`src/rtl/pfq_pkg.sv`:
```
package pfq_pkg;
    typedef enum logic [2:0] {
        PH_IDLE,
        PH_T1,
        PH_T2,
        PH_T3,
        PH_T4
    } bus_phase_e;
endpackage

```
`src/rtl/pfq_byte_fifo.sv`:
```
module pfq_byte_fifo #(
    parameter int DEPTH = 6,
    parameter int CNT_W = $clog2(DEPTH + 1)
) (
    input  logic             clk,
    input  logic             rst_n,
    input  logic             clear_i,
    input  logic             pop_i,
    input  logic [1:0]       push_n_i,
    input  logic [7:0]       push_b0_i,
    input  logic [7:0]       push_b1_i,
    output logic [7:0]       head_o,
    output logic             nonempty_o,
    output logic [CNT_W-1:0] free_o
);
    localparam int PTR_W = (DEPTH > 1) ? $clog2(DEPTH) : 1;

    typedef struct packed {
        logic [DEPTH-1:0][7:0] mem;
        logic [PTR_W-1:0]      rd;
        logic [PTR_W-1:0]      wr;
        logic [CNT_W-1:0]      cnt;
    } fifo_t;

    fifo_t s_d, s_q;

    function automatic logic [PTR_W-1:0] step(input logic [PTR_W-1:0] p);
        return (p == PTR_W'(DEPTH - 1)) ? '0 : p + 1'b1;
    endfunction

    logic [PTR_W-1:0] wr_next;

    always_comb begin
        s_d     = s_q;
        wr_next = step(s_q.wr);
        if (clear_i) begin
            s_d.rd  = '0;
            s_d.wr  = '0;
            s_d.cnt = '0;
        end else begin
            if (pop_i) begin
                s_d.rd = step(s_q.rd);
            end
            if (push_n_i != 2'd0) begin
                s_d.mem[s_q.wr] = push_b0_i;
                s_d.wr          = wr_next;
            end
            if (push_n_i == 2'd2) begin
                s_d.mem[wr_next] = push_b1_i;
                s_d.wr           = step(wr_next);
            end
            s_d.cnt = s_q.cnt + CNT_W'(push_n_i) - CNT_W'(pop_i);
        end
    end

    always_ff @(posedge clk) begin
        if (!rst_n) begin
            s_q <= '0;
        end else begin
            s_q <= s_d;
        end
    end

    assign head_o     = s_q.mem[s_q.rd];
    assign nonempty_o = (s_q.cnt != '0);
    assign free_o     = CNT_W'(DEPTH) - s_q.cnt;
endmodule

```
`src/rtl/pfq_bus_seq.sv`:
```
module pfq_bus_seq
    import pfq_pkg::*;
#(
    parameter int              ADDR_W     = 20,
    parameter int              DATA_W     = 16,
    parameter int              DEPTH      = 6,
    parameter int              CNT_W      = $clog2(DEPTH + 1),
    parameter logic [ADDR_W-1:0] RESET_ADDR = 20'hFFFF0
) (
    input  logic              clk,
    input  logic              rst_n,
    input  logic              flush_i,
    input  logic [ADDR_W-1:0] flush_addr_i,
    input  logic [CNT_W-1:0]  free_i,
    input  logic [DATA_W-1:0] rdata_i,
    output logic [ADDR_W-1:0] ad_o,
    output logic              ad_oe_o,
    output logic              ale_o,
    output logic              rd_o,
    output logic [1:0]        push_n_o,
    output logic [7:0]        push_b0_o,
    output logic [7:0]        push_b1_o
);
    localparam int ROOM_W = CNT_W + 1;

    typedef struct packed {
        bus_phase_e        phase;
        logic [ADDR_W-1:0] addr;
        logic              discard;
    } seq_t;

    seq_t s_d, s_q;

    logic             odd;
    logic             keep;
    logic [ROOM_W-1:0] room_after;

    always_comb begin
        s_d        = s_q;
        odd        = s_q.addr[0];
        keep       = !s_q.discard && !flush_i;
        push_n_o   = 2'd0;
        room_after = '0;
        case (s_q.phase)
            PH_IDLE: begin
                if (flush_i || ({1'b0, free_i} >= ROOM_W'(2))) begin
                    s_d.phase = PH_T1;
                end
            end
            PH_T1: s_d.phase = PH_T2;
            PH_T2: s_d.phase = PH_T3;
            PH_T3: s_d.phase = PH_T4;
            PH_T4: begin
                if (keep) begin
                    push_n_o = odd ? 2'd1 : 2'd2;
                    s_d.addr = s_q.addr + (odd ? ADDR_W'(1) : ADDR_W'(2));
                end
                s_d.discard = 1'b0;
                room_after  = {1'b0, free_i} - ROOM_W'(push_n_o);
                if (flush_i || (room_after >= ROOM_W'(2))) begin
                    s_d.phase = PH_T1;
                end else begin
                    s_d.phase = PH_IDLE;
                end
            end
            default: s_d.phase = PH_IDLE;
        endcase
        if (flush_i) begin
            s_d.addr = flush_addr_i;
            if (s_q.phase == PH_T1 || s_q.phase == PH_T2 || s_q.phase == PH_T3) begin
                s_d.discard = 1'b1;
            end
        end
    end

    always_ff @(posedge clk) begin
        if (!rst_n) begin
            s_q.phase   <= PH_IDLE;
            s_q.addr    <= RESET_ADDR;
            s_q.discard <= 1'b0;
        end else begin
            s_q <= s_d;
        end
    end

    assign ale_o     = (s_q.phase == PH_T1);
    assign ad_oe_o   = (s_q.phase == PH_T1);
    assign ad_o      = ad_oe_o ? s_q.addr : '0;
    assign rd_o      = (s_q.phase == PH_T2) || (s_q.phase == PH_T3) || (s_q.phase == PH_T4);
    assign push_b0_o = odd ? rdata_i[DATA_W-1 -: 8] : rdata_i[7:0];
    assign push_b1_o = rdata_i[DATA_W-1 -: 8];
endmodule

```
`src/rtl/prefetch_queue.sv`:
```
module prefetch_queue #(
    parameter int                ADDR_W     = 20,
    parameter int                DATA_W     = 16,
    parameter int                DEPTH      = 6,
    parameter logic [ADDR_W-1:0] RESET_ADDR = 20'hFFFF0
) (
    input  logic              clk,
    input  logic              rst_n,
    input  logic              take_i,
    input  logic              flush_i,
    input  logic [ADDR_W-1:0] flush_addr_i,
    input  logic [DATA_W-1:0] bus_rdata_i,
    output logic [7:0]        byte_o,
    output logic              byte_valid_o,
    output logic [ADDR_W-1:0] bus_ad_o,
    output logic              bus_ad_oe_o,
    output logic              ale_o,
    output logic              rd_o
);
    localparam int CNT_W = $clog2(DEPTH + 1);

    logic [CNT_W-1:0] free;
    logic [1:0]       push_n;
    logic [7:0]       push_b0;
    logic [7:0]       push_b1;
    logic             nonempty;
    logic             pop;

    assign pop = take_i && nonempty && !flush_i;

    pfq_byte_fifo #(
        .DEPTH (DEPTH),
        .CNT_W (CNT_W)
    ) u_fifo (
        .clk        (clk),
        .rst_n      (rst_n),
        .clear_i    (flush_i),
        .pop_i      (pop),
        .push_n_i   (push_n),
        .push_b0_i  (push_b0),
        .push_b1_i  (push_b1),
        .head_o     (byte_o),
        .nonempty_o (nonempty),
        .free_o     (free)
    );

    pfq_bus_seq #(
        .ADDR_W     (ADDR_W),
        .DATA_W     (DATA_W),
        .DEPTH      (DEPTH),
        .CNT_W      (CNT_W),
        .RESET_ADDR (RESET_ADDR)
    ) u_seq (
        .clk          (clk),
        .rst_n        (rst_n),
        .flush_i      (flush_i),
        .flush_addr_i (flush_addr_i),
        .free_i       (free),
        .rdata_i      (bus_rdata_i),
        .ad_o         (bus_ad_o),
        .ad_oe_o      (bus_ad_oe_o),
        .ale_o        (ale_o),
        .rd_o         (rd_o),
        .push_n_o     (push_n),
        .push_b0_o    (push_b0),
        .push_b1_o    (push_b1)
    );

    assign byte_valid_o = nonempty;
endmodule

```
`config.mk`:
```
export PLATFORM = sky130hd
export DESIGN_NAME = prefetch_queue
export DESIGN_NICKNAME = d
export VERILOG_FILES = /design/src/rtl/pfq_pkg.sv /design/src/rtl/pfq_byte_fifo.sv /design/src/rtl/pfq_bus_seq.sv /design/src/rtl/prefetch_queue.sv
export SDC_FILE = /design/constraint.sdc
export NUM_CORES = 1
export LEC_CHECK = 0
export ABC_AREA = 1
export CORE_MARGIN = 1.5
export CORE_UTILIZATION = 45
export CTS_CLUSTER_DIAMETER = 40
export CTS_CLUSTER_SIZE = 28
export DETAILED_ROUTE_END_ITERATION = 6
export PLACE_DENSITY = 0.65
export SLEW_MARGIN = 25
export SYNTH_ARGS = -nofsm -noshare
export SYNTH_HDL_FRONTEND = slang
export SYNTH_SLANG_ARGS = --single-unit
export TNS_END_PERCENT = 50
```
`constraint.sdc`:
```
create_clock -name clk -period 6.95 [get_ports clk]
set_input_delay 1.0425 -clock clk [delete_from_list [all_inputs] [get_ports clk]]
set_output_delay 1.0425 -clock clk [all_outputs]
set_load 0.1 [all_outputs]
```
==> results of run 1 <==
[critical path, delay by kind of cell, from the launching register on]
kind | cells | cell delay (ns)
AO/OA/AOI/OAI | 3 | 0.45
buffers and inverters | 2 | 1.72
flip-flops | 1 | 0.74
AND/OR/NAND/NOR | 2 | 0.22
[cells by family (layout without fill, tap and decap cells)]
family / Yosys count / in the layout / synth area share, %
xor gates and xnor gates: 3 / 3 / 0.470
DFF: 81 / 81 / 29.0
AOI/OAI and AO/OA: 161 / 161 / 15.8
buffers and inverters: 159 / 211 / 12.2
adders and majority gates: 12 / 12 / 2.96
and+or+nand+nor: 500 / 500 / 39.5
[routing by layer]
layer  vias to the layer above  track usage, %
met3                        25            7.31
met2                       228            40.7
met5                         -               0
li1                       3056               -
met1                      2669            38.4
met4                         0            6.00
[path summary, 6_finish.rpt]
| kind | startpoint | end |
|---|---|---|
| max | u_fifo.s_q[6] | byte_o[2] |
| min | u_fifo.s_q[51] | u_fifo.s_q[51] |
| max reg2reg | u_seq.odd | u_fifo.s_q[2] |
| min reg2reg | u_fifo.s_q[51] | u_fifo.s_q[51] |
[sequential cells by signal, indices dropped and copies added (netlist names)]
name	cells
u_seq.s_q	23
u_fifo.s_q	57
u_seq.odd	1
[cell type report]
type                    instances  area, sq um
clock buffers                  15          308
clock inverters                 1         5.00
fillers                      1238         5450
inverters                     122          459
multi-input cells             676         3290
flip-flops and latches         81         1620
well taps                     168          210
repair buffers                 73          721
[power breakdown]
part           switching, uW  internal [uW]
combinational            175           66.4
sequential              13.2            475
clock                    188            300
[cell usage after synthesis, types with 2 or more instances]
library cell	n	share of area [%]
dfxtp_1	81	29
o221ai_1	4	0.63
nor2_1	75	5.0
a21oi_1	38	3.4
nand4_1	16	1.8
nor3_1	6	0.54
xor2_1	2	0.31
nand2_4	2	0.40
clkbuf_1	18	1.2
a31oi_1	2	0.22
buf_6	7	1.4
nand3_2	4	0.72
nor2_8	3	1.1
inv_2	7	0.47
nand3_1	93	8.3
clkinv_1	2	0.13
nand2_2	8	0.90
buf_2	8	0.72
ha_1	10	2.2
fa_1	2	0.72
o21ai_1	4	0.36
a21oi_2	2	0.31
inv_1	112	7.5
buf_4	3	0.40
nand4_2	2	0.45
nor2_2	2	0.22
nor2_4	2	0.40
o211ai_1	15	2.0
nand2_1	283	19
o21ai_0	93	8.3
[metrics by stage]
stage / setup WS (ns) / hold WS, ns / area [sq um] / cells / util, %
after global placement: 2.74 / 0.456 / 6300 / 1120 / 52.3
after CTS: 2.47 / 0.470 / 6620 / 1136 / 54.8
after global routing: 2.23 / 0.491 / 6610 / 1136 / 54.8
final: 2.43 / 0.469 / 6610 / 1136 / 54.8
after floorplan: 1.57 / 0.441 / 5590 / 916 / -
after detailed placement: 2.66 / 0.458 / 6300 / 1120 / 52.3
==> metrics.txt, run 1 <==
Power Total 1220 uW; slew margin rel. 34.3%; Netlist Area Pre-Place about 5600 sq um; Yosys reg bits ~80; Via-to-Cell Ratio 5.26; most used cell, CP o21ai_0; register area share after synthesis 29.0%; commonest non-fill, non-tap cell in the layout nand2_1; ys async rst share 0%; Total GRT Usage between 20% and 30%; Hold WC Path Type reg -> reg; CTS sink count 81; die area 13100 sq um; first-pass GRT wire length 27900 um; Mapped Cells 916; clk buf depth 2; Vert. Die Dim around 110 um; Critical Path RT ~6 ns; Final HPWL DP 12100 um; vias in the first global route around 5.4k; Worst EP arrival approximately 3.5 ns; synth-to-layout area growth 18.3%; total core area around 12000 sq um; DRC Markers 0; outcome finished, final reports clean; Synth Area per Inst 6.10 sq um; crit-path cells inv_1, a21oi_1, o21ai_0, nand3_1, nand2_1, o21ai_0, clkdlybuf4s50_1; Peak supply drop 122 uV; die width approximately 110 um; FMAX 221 MHz; setup TNS 0 ns; CP max FO 24; row count 40; final WL 17100 um; EDFF count, synth 0; Post-Syn Nets 968; WS Path Type reg -> out; synth warn 0; grt ovf 0; Clk pin slew, worst setup/hold paths 0.06 ns; number of buffers created by CTS 9; Primary FF master, synth dfxtp_1; # port buffers 71; R2R cell count 11; fin nets between 1k and 1.5k; TritonCTS clock tree done; metal3 WL roughly 1500 um; drt pass-1 iters 5; Worst Hold Path Cells 2; DR WL/cell 15.1 um; Critical Path End Type output port; Vias 5978; CTS HTree Levels 3; DRT met1 WL 8140 um; flop2flop setup slack 4.03 ns; crit-path max cell delay between 1 and 1.5 ns; root buf cell clkbuf_16; DR iter-0 viols 623; RSZ-0062 raised after global routing no; # IOs approximately 70; Antenna diodes 0; top routing layer used met4; most frequent cells in the layout nand2_1, inv_1, o21ai_0, nand3_1, dfxtp_1; pwr/cell area ~180 nW/um^2; Routability Congestion 0.868; CTS resizes 0; Slew @ Worst Pin roughly 1 ns; met2 WL post-DR 7160 um; Post-DRT Antenna Nets 0; pin count of the biggest net entering global routing between 40 and 50; Post-CTS Hold Fix Bufs 0; layout cells sized above 1 roughly 5.7%; # Max-Cap Violations 0; CP max stage cell clkdlybuf4s50_1; CP Launch Type register; postcts setup bufs 0; final hold vios 0; antenna violations before repair 0; Initial Util 46.3%; Max Slew Vio Count 0; leakage 0.00310 uW; clk_lat worst skew 0.35 ns; final setup fails 0; worst clock skew 0.00778 ns; period utilization 65.0%; Yosys cell types 40; Final min period 4.52 ns
Note: power is estimated with default switching activity, not from simulation.
==> run 2: changes to the inputs <==
clock period = 4.7 ns   (was 6.95 ns; I/O delays follow)
==> run 2 against run 1 <==
Critical path depth down 1; first-iteration DRC count down 7.1%; critical endpoint is now byte_o[7]; sequential share of layout area down 0.12 points; non-clock buffer count up 3; largest cell class unchanged; power up 56%; clock skew up 0.00050 ns; wire length up 2.0%.
==> metrics.txt, run 2 (same netlist as run 1, synthesis figures left out) <==
Clock Power Share 42.9% (+2.8 points); most frequent cells in the layout nand2_1, inv_1, o21ai_0, nand3_1, dfxtp_1; Initial Util 46.3% (unchanged); postcts setup bufs 0 (unchanged); crit path buf inv count 2 (unchanged); DRC Markers 0 (unchanged); fin util 55.1% (+0.27 points); Vias 6092 (+1.9%); Final HPWL DP 12400 um (+2.1%); DR WL/cell 15.4 um (+2.0%); pwr/cell area 286 nW/um^2 (+55%); synth-to-layout area growth 18.9%; slew margin rel. 34.0% (-0.31 points); Critical Path End Type output port; CP top delay family buffers and inverters; # Max-Cap Violations 0 (unchanged); fill count 1276 (+3.1%); die area 13100 sq um (unchanged); outcome finished, final reports clean; Switching Share 29.9% (-1.1 points); DR iter-0 viols 579 (-7.1%); row count 40 (unchanged); setup TNS 0 ns (unchanged); Peak supply drop 187 uV (+54%); Vert. Die Dim 114 um (unchanged); Slew @ Worst Pin 0.987 ns (+0.00468 ns); worst clock skew 0.00828 ns (+0.000501 ns); CP max FO 24 (unchanged); Critical Path RT 3.99 ns (-1.92 ns); Max Slew Vio Count 0 (unchanged); CTS resizes 0 (unchanged); Post-DRT Antenna Nets 0 (unchanged); CTS HTree Levels 3 (unchanged); final setup fails 0 (unchanged); Most flops, register u_fifo.s_q; CP max stage cell inv_1; Antenna diodes 0 (unchanged); Worst EP arrival 2.83 ns (-0.65 ns); # port buffers 71 (unchanged); WS Path Type reg -> out; first-pass GRT wire length 28100 um (+0.99%); clk_lat worst skew 0.35 ns (about the same); Clk pin slew, worst setup/hold paths 0.05 ns (about the same); final hold vios 0 (unchanged); layout cells sized above 1 6.50% (+0.82 points); commonest non-fill, non-tap cell in the layout nand2_1; crit-path cells inv_1, nand2_1, o221ai_1, nand2_1, o21ai_0, buf_4; CTS sink count 81 (unchanged); Largest register FFs 57 (unchanged); CP Launch Type register; drt pass-1 iters 6 (+1); grt ovf 0 (unchanged); Routability Congestion 0.898 (+3.4%); final WL 17500 um (+2.0%); Final min period 3.54 ns; FMAX roughly 280 MHz; pin count of the biggest net entering global routing 41 (unchanged); TritonCTS clock tree done; RSZ-0062 raised after global routing no; total core area 12100 sq um (unchanged); Hold WC Path Type reg -> reg; # IOs 72 (unchanged); Total GRT Usage 27.5% (+0.53 points); number of buffers created by CTS 9 (unchanged); Post-CTS Hold Fix Bufs 0 (unchanged); antenna violations before repair 0 (unchanged); sequential power share 38.0% (-2.1 points); vias in the first global route 5436 (+0.31%); Comb pwr share 19.1% (-0.8 points); fin nets 1018 (+0.30%); crit-path max cell delay 0.77 ns (-0.39 ns); root buf cell clkbuf_16; most used cell, CP nand2_1; Placed Instance Area 6310 sq um (+0.12%); switching pwr 566 uW (+50%); die width 114 um (unchanged); clk buf depth 2 (unchanged); leakage 0.00314 uW (+1.2%); cell area after layout 6640 sq um (+0.49%); Via-to-Cell Ratio 5.36 (+1.8%); internal power 1330 uW (+58%); period utilization 75.3%
run 2: cell types whose count changed in the layout (fill, tap and decap cells not counted), sizes merged:
cell	previous run	this run
buf	3	13
bufinv	0	3
clkinv	4	3
clkbuf	15	11
clkdlybuf4s50	70	63
run 2: cell type report:
| class | instances | area [sq um] | share of cell area [%] |
|---|---|---|---|
| Multi-Input combinational cell | 676 | 3290 | 49.5 |
| Tap cell | 168 | 210 | 3.16 |
| Sequential cell | 81 | 1620 | 24.4 |
| Inverter | 122 | 459 | 6.91 |
| Timing Repair Buffer | 76 | 728 | 11.0 |
| Clock buffer | 11 | 243 | 3.65 |
| Clock inverter | 3 | 90.1 | 1.36 |
run 2: routing by layer:
| metal | wire, um | track usage [%] | share of wire [%] | up-vias |
|---|---|---|---|---|
| li1 | - | - | - | 3053 |
| met1 | 8120 | 39.7 | 46 | 2747 |
| met2 | 7570 | 41.4 | 43 | 265 |
| met3 | 1510 | 5.93 | 8.7 | 27 |
| met4 | 260 | 7.58 | 1.5 | 0 |
| met5 | 0 | 0 | 0 | - |
run 2: path summary, 6_finish.rpt:
kind,startpoint,endpoint,slack [ns],depth (start not counted)
setup / recovery,u_fifo.s_q[6],byte_o[7],1.16,6
hold / removal,u_fifo.s_q[4],u_fifo.s_q[4],0.46,2
setup reg to reg,u_seq.odd,u_fifo.s_q[2],1.88,11
hold reg to reg,u_fifo.s_q[4],u_fifo.s_q[4],0.46,2
run 2: worst register-to-register path, delay by kind of cell, from the launching register on:
family                     cells  cell delay, ns
xor gates and xnor gates       2            0.34
DFF                            1            0.69
buffers and inverters          3            0.48
adders and majority gates      3            0.78
and+or+nand+nor                3            0.42
run 2: stage by stage:
| step | hold slack, ns | instances | total power (uW) | worst slack (ns) |
|---|---|---|---|---|
| 2_1_floorplan | 0.441 | 916 | 982 | 0.629 |
| 3_3_place_gp | 0.455 | 1123 | 1100 | 1.45 |
| 3_5_place_dp | 0.457 | 1123 | 1100 | 1.40 |
| 4_1_cts | 0.466 | 1137 | 1910 | 1.24 |
| 5_1_grt | 0.478 | 1137 | 1960 | 1.06 |
| 6_report | 0.464 | 1137 | 1900 | 1.16 |
run 2: power by group through the flow:
stage | clock (uW) | combinational [uW] | sequential [uW]
floorplan | 0 | 252 | 730
global placement | 0 | 360 | 736
detailed placement | 0 | 359 | 736
CTS | 831 | 361 | 721
global route | 853 | 389 | 724
finish | 813 | 362 | 721
==> run 3: changes to the inputs <==
clock period = 3.7 ns   (was 4.7 ns; I/O delays follow)
==> run 3 against run 2 <==
Register-to-register slack worse by 0.79 ns; core utilization is 0.86 points lower; hold slack better by 0.0040 ns; die area stayed put; sequential power is 27% higher; wire length is 1.2% higher; combinational power is 25% higher; cell count is 0.26% higher; cell area is 1.6% lower.
==> metrics.txt, run 3 (same netlist as run 1, synthesis figures left out) <==
Setup WS post-layout 0.751 ns (-0.410 ns); final hold slack 0.468 ns (+0.00402 ns); # port buffers 71 (unchanged); DRC Markers 0 (unchanged); Antenna diodes 0 (unchanged); Max Slew Vio Count 0 (unchanged); fill count 1252 (-1.9%); internal power 1470 uW (+11%); placed insts 1127 (+0.36%); Largest register FFs 57 (unchanged); DR WL/cell 15.5 um (+0.98%); number of buffers created by CTS 9 (unchanged); Vert. Die Dim 114 um (unchanged); most frequent cells in the layout nand2_1, inv_1, o21ai_0, nand3_1, dfxtp_1; die width 114 um (unchanged); root buf cell clkbuf_16; clk_lat worst skew 0.35 ns (about the same); Slew @ Worst Pin 0.960 ns (-0.0268 ns); Most flops, register u_fifo.s_q; Peak supply drop 298 uV (+60%); Via-to-Cell Ratio 5.32 (-0.66%); cell area after layout 6540 sq um (-1.6%); worst clock skew 0.00544 ns (-0.00284 ns); setup TNS 0 ns (unchanged); first-pass GRT wire length 28400 um (+0.93%); synth-to-layout area growth 17.0%; Finished Layout Cells 1140 (+0.26%); row count 40 (unchanged); antenna violations before repair 0 (unchanged); layout cells sized above 1 8.85% (+2.3 points); total core area 12100 sq um (unchanged); CTS HTree Levels 3 (unchanged); Hold WC Path Type reg -> reg; leakage 0.00316 uW (+0.51%); final hold vios 0 (unchanged); RSZ-0062 raised after global routing no; Total GRT Usage 27.7% (+0.19 points); die area 13100 sq um (unchanged); Post-CTS Hold Fix Bufs 0 (unchanged); Clock Power Share 37.4% (-5.5 points); Post-DRT Antenna Nets 0 (unchanged); # IOs 72 (unchanged); Worst EP arrival 2.39 ns (-0.44 ns); CTS resizes 0 (unchanged); Routability Congestion 0.925 (+3.0%); Worst Setup SP u_fifo.s_q[6]; outcome finished, final reports clean; Comb pwr share 20.7% (+1.6 points); # Max-Cap Violations 0 (unchanged); CP max FO 19 (-21%); Placed Instance Area 6290 sq um (-0.36%); Initial Util 46.3% (unchanged); period utilization 79.7%; beginning of the worst register-to-register path u_seq.odd; final WL 17700 um (+1.2%); Vias 6068 (-0.39%); final setup fails 0 (unchanged); Switching Share 32.6% (+2.7 points); CP Launch Type register; commonest non-fill, non-tap cell in the layout nand2_1; switching pwr 713 uW (+26%); CTS sink count 81 (unchanged); WS Path Type reg -> out; Final HPWL DP 12300 um (-0.28%); drt pass-1 iters 7 (+1); HP Start u_fifo.s_q[11]; sequential power share 41.9% (+3.9 points); Critical Path RT 3.14 ns (-0.85 ns); TritonCTS clock tree done; Final min period about 2.9 ns; Clk pin slew, worst setup/hold paths 0.06 ns (about the same); pwr/cell area 334 nW/um^2 (+17%); FMAX 339 MHz; postcts setup bufs 0 (unchanged); vias in the first global route 5590 (+2.8%); fin nets 1022 (+0.39%); Critical Path End Type output port; pin count of the biggest net entering global routing 34 (-17%); slew margin rel. 35.8% (+1.8 points); clk buf depth 2 (unchanged); DR iter-0 viols 626 (+8.1%); pre-CTS setup slack 0.590 ns (-0.814 ns); grt ovf 0 (unchanged)
-- run 3: worst max-delay path, cell delays in order (launching register included) --
cell and delay (ns):
dfxtp_1 0.31, inv_1 0.54, nand2_1 0.33, o221ai_1 0.34, nand2_1 0.09, o21ai_0 0.10
buf_4 0.32
-- run 3: metal layers --
layer | wire, um | GRT usage [%]
met4 | 249 | 7.83
met1 | 8190 | 38.8
met2 | 7790 | 42.5
met3 | 1440 | 6.62
met5 | 0 | 0
-- run 3: power by group through the flow --
stage / Clock (uW) / Sequential (uW) / Combinational (uW)
finish: 817 / 917 / 452
global route: 861 / 919 / 483
CTS: 836 / 916 / 449
detailed placement: 0 / 935 / 448
global placement: 0 / 935 / 449
floorplan: 0 / 928 / 320
-- run 3: worst paths after layout --
check	cells past startpoint	endpoint	slack, ns
worst max register to register	11	u_fifo.s_q[2]	1.09
worst min-delay path	2	u_fifo.s_q[11]	0.47
worst max-delay path	6	byte_o[7]	0.75
worst min register to register	2	u_fifo.s_q[11]	0.47
-- run 3: layout make-up --
type                    instances  area [sq um]  area share [%]
repair buffers                 80           706            10.8
flip-flops and latches         81          1620            24.8
clock buffers                  12           246            3.77
inverters                     122           459            7.02
clock inverters                 1          5.00          0.0765
multi-input cells             676          3290            50.3
well taps                     168           210            3.21
-- run 3: metrics by stage --
step           util, %  total power (uW)
2_1_floorplan        -              1250
3_3_place_gp      52.1              1380
3_5_place_dp      52.1              1380
4_1_cts           54.2              2200
5_1_grt           54.2              2260
6_report          54.2              2190
